$ cat config.mk
export PLATFORM = sky130hd
export DESIGN_NAME = alarm_irq_top
export DESIGN_NICKNAME = d
export VERILOG_FILES = /design/src/rtl/alarm_irq_pkg.sv /design/src/rtl/alarm_irq_datapath.sv /design/src/rtl/alarm_irq_ctrl.sv /design/src/rtl/alarm_irq_top.sv
export SDC_FILE = /design/constraint.sdc
export NUM_CORES = 1
export LEC_CHECK = 0
export BUFFER_PORTS_ARGS = -buffer_cell sky130_fd_sc_hd__buf_2
export CAP_MARGIN = 20
export CORE_MARGIN = 2
export CORE_UTILIZATION = 30
export CTS_CLUSTER_DIAMETER = 50
export DETAILED_ROUTE_END_ITERATION = 6
export PLACE_DENSITY_LB_ADDON = 0.1
export RECOVER_POWER = 25
export SLEW_MARGIN = 40
export SYNTH_ARGS = -nofsm -noshare
export SYNTH_HDL_FRONTEND = slang
export SYNTH_HIERARCHICAL = 1
export SYNTH_SLANG_ARGS = --single-unit
$ cat constraint.sdc
create_clock -name clk -period 0.8 [get_ports clk]
set_clock_uncertainty 0.05 [all_clocks]
set_input_delay 0 -clock clk [delete_from_list [all_inputs] [get_ports clk]]
set_output_delay 0 -clock clk [all_outputs]
set_load 0.005 [all_outputs]
$ cat src/rtl/alarm_irq_pkg.sv
package alarm_irq_pkg;

  // Strobes sent from the control unit to the datapath each cycle
  typedef struct packed {
    logic loadRd;        // capture a new read word this cycle
    logic selAlarmWord;  // the captured word is the alarm status word
    logic clrAlarms;     // software reset of the resettable status bits
  } ctlStrobes_t;

endpackage

$ cat src/rtl/alarm_irq_datapath.sv
module alarm_irq_datapath
  import alarm_irq_pkg::*;
#(
  parameter int NUM_LVL = 3,
  parameter int DATA_W  = 8
) (
  input  logic               clk,
  input  logic               rstN,
  input  logic               carrierLossPin,
  input  logic [NUM_LVL-1:0] lvlAlarms,
  input  ctlStrobes_t        ctl,
  output logic [DATA_W-1:0]  rdData,
  output logic               anyChange
);

  localparam int NUM_BITS = NUM_LVL + 1;
  localparam int PAD_W    = DATA_W - NUM_BITS;

  logic [NUM_LVL-1:0]  lvlQ;
  logic [NUM_BITS-1:0] statusNow;
  logic [NUM_BITS-1:0] prevQ;
  logic                clrLvl;

  assign clrLvl = !rstN || ctl.clrAlarms;

  // One resettable status flop per level alarm
  for (genvar i = 0; i < NUM_LVL; i++) begin : g_lvl
    logic bitQ;
    always_ff @(posedge clk) begin
      if (clrLvl) bitQ <= 1'b0;
      else        bitQ <= lvlAlarms[i];
    end
    assign lvlQ[i] = bitQ;
  end

  // The carrier-loss bit is the pin itself, so no reset can reach it
  assign statusNow = {lvlQ, carrierLossPin};

  // Registered copy of the status bits, used to detect changes
  always_ff @(posedge clk) begin
    if (clrLvl) prevQ <= {{NUM_LVL{1'b0}}, carrierLossPin};
    else        prevQ <= statusNow;
  end

  assign anyChange = |(statusNow ^ prevQ);

  // Read word register, loaded on every strobe
  always_ff @(posedge clk) begin
    if (ctl.loadRd) begin
      if (ctl.selAlarmWord) rdData <= {{PAD_W{1'b0}}, statusNow};
      else                  rdData <= '0;
    end
  end

  AST_LVL_FOLLOWS: assert property (@(posedge clk) disable iff (!rstN || ctl.clrAlarms)
    1'b1 |=> lvlQ == $past(lvlAlarms));
  AST_RESET_CLEARS_LVL: assert property (@(posedge clk)
    (!rstN || ctl.clrAlarms) |=> lvlQ == '0);
  AST_LOC_IN_WORD: assert property (@(posedge clk)
    (ctl.loadRd && ctl.selAlarmWord) |=> rdData[0] == $past(carrierLossPin));
  AST_UPPER_ZERO: assert property (@(posedge clk) disable iff (!rstN)
    ctl.loadRd |=> rdData[DATA_W-1:NUM_BITS] == '0);

endmodule

$ cat src/rtl/alarm_irq_ctrl.sv
module alarm_irq_ctrl
  import alarm_irq_pkg::*;
#(
  parameter int ADDR_W     = 4,
  parameter int STAT_BASE  = 2,
  parameter int STAT_COUNT = 2
) (
  input  logic              clk,
  input  logic              rstN,
  input  logic              swReset,
  input  logic              rdStrobe,
  input  logic [ADDR_W-1:0] rdAddr,
  input  logic              anyChange,
  output ctlStrobes_t       ctl,
  output logic              irq
);

  localparam logic [ADDR_W-1:0] BASE_A = ADDR_W'(STAT_BASE);
  localparam logic [ADDR_W-1:0] LAST_A = ADDR_W'(STAT_BASE + STAT_COUNT - 1);

  logic inWindow;
  logic rdHit;

  assign inWindow = (rdAddr >= BASE_A) && (rdAddr <= LAST_A);
  assign rdHit    = rdStrobe && inWindow;

  always_comb begin
    ctl.loadRd       = rdStrobe;
    ctl.selAlarmWord = rdHit && (rdAddr == BASE_A);
    ctl.clrAlarms    = swReset;
  end

  // A change wins over a clearing read, so no event is lost
  always_ff @(posedge clk) begin
    if (!rstN || swReset) irq <= 1'b0;
    else if (anyChange)   irq <= 1'b1;
    else if (rdHit)       irq <= 1'b0;
  end

  AST_IRQ_ON_CHANGE: assert property (@(posedge clk) disable iff (!rstN || swReset)
    anyChange |=> irq);
  AST_READ_CLEARS: assert property (@(posedge clk) disable iff (!rstN || swReset)
    (rdHit && !anyChange) |=> !irq);
  AST_IRQ_CAUSE: assert property (@(posedge clk) disable iff (!rstN)
    $rose(irq) |-> $past(anyChange));
  AST_RESET_IRQ: assert property (@(posedge clk)
    (!rstN || swReset) |=> !irq);
  AST_OUTSIDE_KEEPS: assert property (@(posedge clk) disable iff (!rstN || swReset)
    (rdStrobe && !inWindow && irq) |=> irq);

endmodule

$ cat src/rtl/alarm_irq_top.sv
module alarm_irq_top
  import alarm_irq_pkg::*;
#(
  parameter int NUM_LVL    = 3,
  parameter int DATA_W     = 8,
  parameter int ADDR_W     = 4,
  parameter int STAT_BASE  = 2,
  parameter int STAT_COUNT = 2
) (
  input  logic               clk,
  input  logic               rstN,
  input  logic               swReset,
  input  logic               carrierLossPin,
  input  logic [NUM_LVL-1:0] lvlAlarms,
  input  logic               rdStrobe,
  input  logic [ADDR_W-1:0]  rdAddr,
  output logic [DATA_W-1:0]  rdData,
  output logic               irq
);

  ctlStrobes_t ctl;
  logic        anyChange;

  alarm_irq_ctrl #(
    .ADDR_W    (ADDR_W),
    .STAT_BASE (STAT_BASE),
    .STAT_COUNT(STAT_COUNT)
  ) ctrl_i (
    .clk      (clk),
    .rstN     (rstN),
    .swReset  (swReset),
    .rdStrobe (rdStrobe),
    .rdAddr   (rdAddr),
    .anyChange(anyChange),
    .ctl      (ctl),
    .irq      (irq)
  );

  alarm_irq_datapath #(
    .NUM_LVL(NUM_LVL),
    .DATA_W (DATA_W)
  ) dp_i (
    .clk           (clk),
    .rstN          (rstN),
    .carrierLossPin(carrierLossPin),
    .lvlAlarms     (lvlAlarms),
    .ctl           (ctl),
    .rdData        (rdData),
    .anyChange     (anyChange)
  );

endmodule

# Yosys cells after proc, flatten, opt, wreduce, memory -nomap -nowiden
# Cells that the tools add are included.
[totals] out_inout_bits=9 wordCells=21 reg_bits=16 in_bits=12
[op_classes] n_bitwise=1 eq_ne=1 n_mux=2 reduce_logical=7 order_cmp=2
[ops] cell="$eq A4 B2 Y1 const B" n=1
[ops] cell="$ge A4 B2 Y1 const B" n=1
[ops] cell="$le A4 B2 Y1 const B" n=1
[ops] cell="$reduce_or A4 Y1" n=1
[ops] cell="$xor A4 B4 Y4" n=1
[ops] cell="$logic_and A1 B1 Y1" n=3
[ops] cell="$mux W1" n=2
[ops] cell="$reduce_bool A2 Y1" n=1
[ops] cell="$logic_not A1 Y1" n=1
[ops] cell="$logic_or A1 B1 Y1" n=1

# Logic depth before layout (Yosys ltp)
# Gate-level depths: netlist of the first run.
[depth] ltp_word=5 depth_mapped=4 depth_no_buf=4

# Cells and area by module
# Netlist of the first run, hierarchy kept.
[by_module_without_submodules] module="alarm_irq_datapath" area_each_um2=411.6 cells_per_inst=32 instances=1 seq_area_each_um2=260.2
[by_module_without_submodules] module="alarm_irq_ctrl" area_each_um2=76.3 cells_per_inst=8 instances=1 seq_area_each_um2=20.0

# Worst setup path before layout of the first run
# OpenSTA, ideal clock, no wires.
[synth_timing] path_type="input to register" start="in rdAddr[3]" end="reg dp_i.rdData[0] (data pin)" required_ns=0.495 cell_stages=3 arrival_ns=0.550 n_path_buf=0 slack_ns=-0.054 setup_ns=0.255 path_cell_list="and4bb_2 and2b_2 and2_1"
[synth_lines] item="start: declaration" line_no="alarm_irq_top.sv:16" rtl="input logic [ADDR_W-1:0] rdAddr,"
[synth_lines] item="end signal: assignment" line_no="alarm_irq_datapath.sv:50" rtl="if (ctl.selAlarmWord) rdData <= {{PAD_W{1'b0}}, statusNow};"
[synth_lines] item="end: declaration" line_no="alarm_irq_datapath.sv:12" rtl="output logic [DATA_W-1:0] rdData,"

# Worst setup path in the final report of the first run
[layout_timing] start="reg dp_i.g_lvl[2].bitQ" end="reg ctrl_i.irq"
[layout_via] elab_chain_len=3 elab_cells_between_ends=4 classes_between="mux: 1; bitwise: 1; reduce/logical: 2"
[layout_rtl] item="start: declaration" line_no="alarm_irq_datapath.sv:28" rtl="logic bitQ;"
[layout_rtl] item="start signal: assignment" line_no="alarm_irq_datapath.sv:31" rtl="else bitQ <= lvlAlarms[i];"
[layout_rtl] item="$xor A4 B4 Y4 *" line_no="alarm_irq_datapath.sv:45" rtl="assign anyChange = |(statusNow ^ prevQ);"
[layout_rtl] item="$reduce_or A4 Y1 *" line_no="alarm_irq_datapath.sv:45"
[layout_rtl] item="net anyChange" line_no="alarm_irq_top.sv:22" rtl="logic anyChange;"
[layout_rtl] item="$mux W1 or $reduce_bool A2 Y1 (tied branches)"
[layout_rtl] item="end signal: assignment" line_no="alarm_irq_ctrl.sv:35" rtl="if (!rstN || swReset) irq <= 1'b0;"
[layout_rtl] item="end signal: assignment" line_no="alarm_irq_ctrl.sv:36" rtl="else if (anyChange) irq <= 1'b1;"
[layout_rtl] item="end signal: assignment" line_no="alarm_irq_ctrl.sv:37" rtl="else if (rdHit) irq <= 1'b0;"
[layout_rtl] item="end: declaration" line_no="alarm_irq_ctrl.sv:15" rtl="output logic irq"
# Mark *: on every way through the listed nets, which the timed path passes. The rest lies on a longest branch.
# A chain may end at the register's enable or synchronous reset.

==> impl_metrics.ini, run 1 <==
[detailed_routing]
vias_per_cell = 4.00
drt-total-wl_um = 701
firstDrtPassIters = 4
route.detailed.drc = 0
post_drt_wl_per_cell_um = 8.35
num_vias = 336
drtIter0Drc = 3
ant_nets = 0

[synth]
synthDistinctLibCells = 12
synth_area_um2 = 488
synth-edff-count = 4
async_flop_share = 0
netlist_top_cells_area = dfxtp_1 (33%), edfxtp_1 (25%), and2_1 (13%)
syn_avg_cell_area_um2 = 12.2
synthCells = 40
yosysWarnings = 6
ys_top_cells_by_count = and2_1 (10), dfxtp_1 (8), buf_4 (6)
synth_top_area_cell = dfxtp_1
synth_top_area_share = 0.328
yosysMostFrequentCell = and2_1
synth.ff_latch_count = 12
synth_seq_area_share = 0.574
dominantRegCellSynth = dfxtp_1

[pwr]
p_sw_frac = 0.192
power.total_mw = 1.26
p_int_mw = 1.02
peakVddDrop_mv = 1.16
netSwitchingPower_uw = 242
pwr-share-comb = 0.107
power.leakage_nw = 0.323
p_per_area_mw_per_mm2 = 1750
p_clk_frac = 0.366
p_seq_frac = 0.527

[setup_path]
worstSetupPathType = reg -> reg
end_kind = flop
reg2reg_setup_slack_ns = -0.1
critPathMaxFanout = 3
path_cells = xnor2_2 -> nand4_1 -> nand3b_1 -> o21ai_1
r2r_start = dp_i/g_lvl[2].bitQ
slowest_delay_ns = 0.37
r2r-end = ctrl_i/irq
crit_arrival_ns = 1.00
cp.required_ns = 0.91
startpoint_type = flop
reg2regPathDepth = 4
cpMaxStageDelayCell = dfxtp_2

[global_routing]
antenna_found_initial = 0
grt_overflow = 0
grt_max_degree = 8
first_global_vias = 237
grt_pass1_wl_mm = 1.04
grtUsageTotal = 0.0806

[outcome]
status = finished, violations left
violations = negative setup slack

[cts]
cts_sinks = 12
cts_tree = yes
cts_made_buffers = 3
htreeDepth = 1
cts_buffer_depth = 2
clk_pin_slew_worst_paths_ns = 0.07
cts_hold_buf = 6
clk_latency_ns = 0.26
clockRootBuffer = clkbuf_4

[min_path]
holdPathStages = 2
holdCritPathClass = in -> reg
hold_path_startpoint = carrierLossPin
holdPathEnd = dp_i/rdData[0]

[final_layout]
drive_gt1_frac = 0.500
antenna_cells = 0
synthToLayoutAreaGrowth_pct = 47.4
finalNetCount = 81
fin_cells = 84

[floorplanning]
fp.coreArea_mm2 = 0.00152
die-area_mm2 = 0.00197
fp-row-count = 14
pin_count = 21
start_util = 0.320
die_h_um = 44.3
dieWidth_um = 44.3

[placement]
gp_congestion = 0.584
io_buffers = 16
hpwlAfterDp_um = 529
placed_cells = 72

[sta]
holdWs_ns = 0.0145
setup_violations = 7
period_needed_ns = 0.896
max_freq_mhz = 1120
rsz0062_at_grt = true
drv_slew = 0
period_share = 1.12
layout_setup_ws_ns = -0.0965
hold_viol_final = 0

[job]
maxCapViolCount = 0
==> stage by stage <==
step                worst slack [ns]  setup TNS, ns  instance area (µm²)  utilization
floorplan                    -0.0363         -0.166                  503            -
global placement              -0.169         -0.827                  581        0.381
detailed placement            -0.173         -0.816                  581        0.381
CTS                           -0.112         -0.352                  713        0.468
global route                  -0.198         -0.655                  719        0.472
finish                       -0.0965         -0.290                  719        0.472
==> kinds of logic after synthesis <==
kind of cell	Yosys count	synth area share
flops	12	0.574
buf+inv	6	0.0923
xor+xnor	4	0.0718
compound gates	1	0.0102
other cells	1	0.00768
simple gates	16	0.244
==> repair_timing <==
item,in CTS,in global routing
endpoints found under the hold margin,5,4
endpoints found under the setup margin,7,10
buffers inserted,2,0
pin swaps,6,0
gates resized for setup,6,2
==> worst max-delay path, delay by kind of cell, from the launching register on <==
family,cells,cell delay (ns)
xor+xnor,1,0.11
simple gates,2,0.19
flops,1,0.37
compound gates,1,0.07
==> final cells by class <==
type,instances,area (µm²)
Sequential cell,12,284
Multi-Input combinational cell,25,194
Tap cell,16,20.0
Timing Repair Buffer,27,185
Fill cell,139,805
Clock buffer,4,36.3
==> per-layer routing <==
layer / vias up / share of wire / GRT usage
li1: 177 / - / -
met2: 19 / 0.46 / 0.115
met4: 0 / 0 / 0.0182
met3: 0 / 0.10 / 0.0735
met1: 140 / 0.44 / 0.0891
met5: - / 0 / 0
==> registers in the layout, summed over array words and instances, names as in the netlist <==
signal,cells
ctrl_i/irq,1
dp_i/g_lvl.bitQ,3
dp_i/prevQ,4
dp_i/rdData,4
==> placed cells by master, fill, tap and decap left out, types with 3 or more instances in the layout <==
| master | synthesis | layout |
|---|---|---|
| and2_1 | 10 | 8 |
| dfxtp_1 | 8 | 5 |
| conb_1 | 1 | 4 |
| buf_2 | 0 | 16 |
| dlygate4sd3_1 | 0 | 6 |
| clkbuf_4 | 0 | 3 |
| buf_6 | 0 | 3 |
| edfxtp_1 | 4 | 4 |
| dfxtp_2 | 0 | 3 |
==> worst max path at each step <==
| stage | cells after the start | endpoint | start |
|---|---|---|---|
| CTS | 4 | ctrl_i/irq | dp_i/g_lvl[0].bitQ |
| global placement | 4 | dp_i/rdData[2] | rdStrobe |
| global route | 4 | ctrl_i/irq | dp_i/prevQ[0] |
| floorplan | 3 | dp_i/rdData[1] | rdAddr[3] |
| finish | 4 | ctrl_i/irq | dp_i/g_lvl[2].bitQ |
| detailed placement | 4 | dp_i/rdData[2] | rdStrobe |
==> power groups by stage <==
stage / clock [mW] / combinational, mW / sequential [mW]
final: 0.461 / 0.134 / 0.664
after global placement: 0 / 0.101 / 0.676
after global routing: 0.509 / 0.149 / 0.667
after CTS: 0.481 / 0.136 / 0.663
after floorplan: 0 / 0.0645 / 0.677
after detailed placement: 0 / 0.100 / 0.676
Note: power is estimated with default switching activity, not from simulation.
==> run 2, diff against run 1 <==
--- a/config.mk
+++ b/config.mk
@@ -5,14 +5,15 @@
 export SDC_FILE = /design/constraint.sdc
 export NUM_CORES = 1
 export LEC_CHECK = 0
-export BUFFER_PORTS_ARGS = -buffer_cell sky130_fd_sc_hd__buf_2
 export CAP_MARGIN = 20
 export CORE_MARGIN = 2
 export CORE_UTILIZATION = 30
 export CTS_CLUSTER_DIAMETER = 50
 export DETAILED_ROUTE_END_ITERATION = 6
+export DONT_BUFFER_PORTS = 1
 export PLACE_DENSITY_LB_ADDON = 0.1
 export RECOVER_POWER = 25
+export SETUP_SLACK_MARGIN = 0.5
 export SLEW_MARGIN = 40
 export SYNTH_ARGS = -nofsm -noshare
 export SYNTH_HDL_FRONTEND = slang
==> run 2 against run 1 <==
The run ends with negative hold slack, negative setup slack left; power shrank 12%; setup slack better by 0.018 ns; register-to-register slack better by 0.02 ns; sequential share of layout area rose by 14 points; critical path type unchanged; largest cell class unchanged.
==> impl_metrics.ini, run 2 (synthesis results as in run 1) <==
[outcome]
status = finished, violations left
violations = negative hold slack, negative setup slack

[sta]
layout_setup_ws_ns = -0.0787
rsz0062_at_grt = true
period_needed_ns = 0.879
max_freq_mhz = 1140
hold_viol_final = 13
setup_violations = 1
fin_tns_setup_ns = -0.0787
drv_slew = 0
holdWs_ns = -0.302
period_share = 1.10

[cts]
cts_buffer_depth = 2
clk_pin_slew_worst_paths_ns = 0.07
clk_latency_ns = 0.26
htreeDepth = 1
cts_sinks = 12
cts_made_buffers = 3
clockRootBuffer = clkbuf_4
cts_tree = yes
cts_setup_buffers = 0

[setup_path]
end_kind = flop
crit_arrival_ns = 0.99
r2r-end = ctrl_i/irq
critPathMaxFanout = 3
startpoint_type = flop
r2r_start = dp_i/g_lvl[0].bitQ
cp.required_ns = 0.91
reg2regPathDepth = 4
reg2reg_setup_slack_ns = -0.08
worstSetupPathType = reg -> reg

[min_path]
holdCritPathClass = in -> reg
holdPathStages = 0
hold_path_startpoint = carrierLossPin
holdPathEnd = dp_i/prevQ[0]

[placement]
hpwlAfterDp_um = 512
io_buffers = 0
postPlaceCellArea_um2 = 479
gp_congestion = 0.624
preCtsSetupSlack_ns = -0.102
placed_cells = 53

[final_layout]
ff_latch_area_um2 = 290
antenna_cells = 0
most-common-layout-cells = and2_1 (9), dfxtp_2 (8), xnor2_2 (4), conb_1 (4), edfxtp_1 (4)
final_common_cell = and2_1
finalNetCount = 54
utilization = 0.356
synthToLayoutAreaGrowth_pct = 11.3
fillers = 155
drive_gt1_frac = 0.463
largestRegisters = dp_i/prevQ x4, dp_i/rdData x4, dp_i/g_lvl.bitQ x3
multi_input_area_um2 = 206
finalInstanceArea_um2 = 543
fin_cells = 57

[pwr]
power.total_mw = 1.11
peakVddDrop_mv = 1.11
p_per_area_mw_per_mm2 = 2040
power.leakage_nw = 0.209

[detailed_routing]
firstDrtPassIters = 2
ant_nets = 0
num_vias = 250
drtIter0Drc = 3
post_drt_wl_per_cell_um = 11.0
drt-total-wl_um = 629
route.detailed.drc = 0
vias_per_cell = 4.39

[global_routing]
grt_overflow = 0
grt_max_degree = 8
grtUsageTotal = 0.0696
first_global_vias = 211
grt_pass1_wl_um = 876
antenna_found_initial = 0

[floorplanning]
pin_count = 21
fp-row-count = 14
start_util = 0.320
die-area_mm2 = 0.00197
die_h_um = 44.3
dieWidth_um = 44.3
fp.coreArea_mm2 = 0.00152

[job]
maxCapViolCount = 0
==> run 2: cell count changes in the layout (fill, tap and decap cells not counted), sizes merged <==
cell and delta:
dlygate4sd3 -6, buf -20, clkbuf -1
==> run 2: layer usage <==
| metal | global-route usage | routed length [µm] | share of wire | vias up |
|---|---|---|---|---|
| met2 | 0.0971 | 312 | 0.50 | 14 |
| li1 | - | - | - | 123 |
| met3 | 0.0653 | 59 | 0.094 | 2 |
| met1 | 0.0609 | 244 | 0.39 | 111 |
| met4 | 0.0545 | 12 | 0.019 | 0 |
| met5 | 0 | 0 | 0 | - |
==> run 2: worst max path at each step <==
| stage | from | end | slack [ns] | depth (start not counted) |
|---|---|---|---|---|
| after floorplan | rdAddr[3] | dp_i/rdData[1] | -0.04 | 3 |
| after global placement | dp_i/g_lvl[2].bitQ | ctrl_i/irq | -0.1 | 4 |
| after detailed placement | dp_i/g_lvl[2].bitQ | ctrl_i/irq | -0.10 | 4 |
| after CTS | dp_i/prevQ[0] | ctrl_i/irq | -0.09 | 4 |
| after global routing | dp_i/g_lvl[0].bitQ | ctrl_i/irq | -0.14 | 4 |
| final | dp_i/g_lvl[0].bitQ | ctrl_i/irq | -0.08 | 4 |
==> run 2: power by group <==
part           internal [mW]  switching, mW  total, mW
Clock                  0.193          0.187      0.380
Sequential             0.655         0.0172      0.672
Combinational         0.0352         0.0183     0.0535
Total                  0.883          0.222       1.11
==> run 2: layout make-up <==
class	count	share of cell area
clock buffer	4	0.0484
multi-input combinational	25	0.380
sequential	12	0.535
tap	16	0.0369
==> run 2: what timing repair did <==
action | in CTS | in global routing
gates cloned | 0 | 0
endpoints found under the setup margin | 13 | 13
pin swaps | 6 | 4
gates resized for setup | 4 | 6
endpoints found under the hold margin | 13 | 13
==> run 2: critical path, stage by stage, from the launching register on <==
cell	delay, ns
dfxtp_2	0.34
xnor2_2	0.14
nand4_1	0.09
nand3b_1	0.09
o21ai_1	0.07
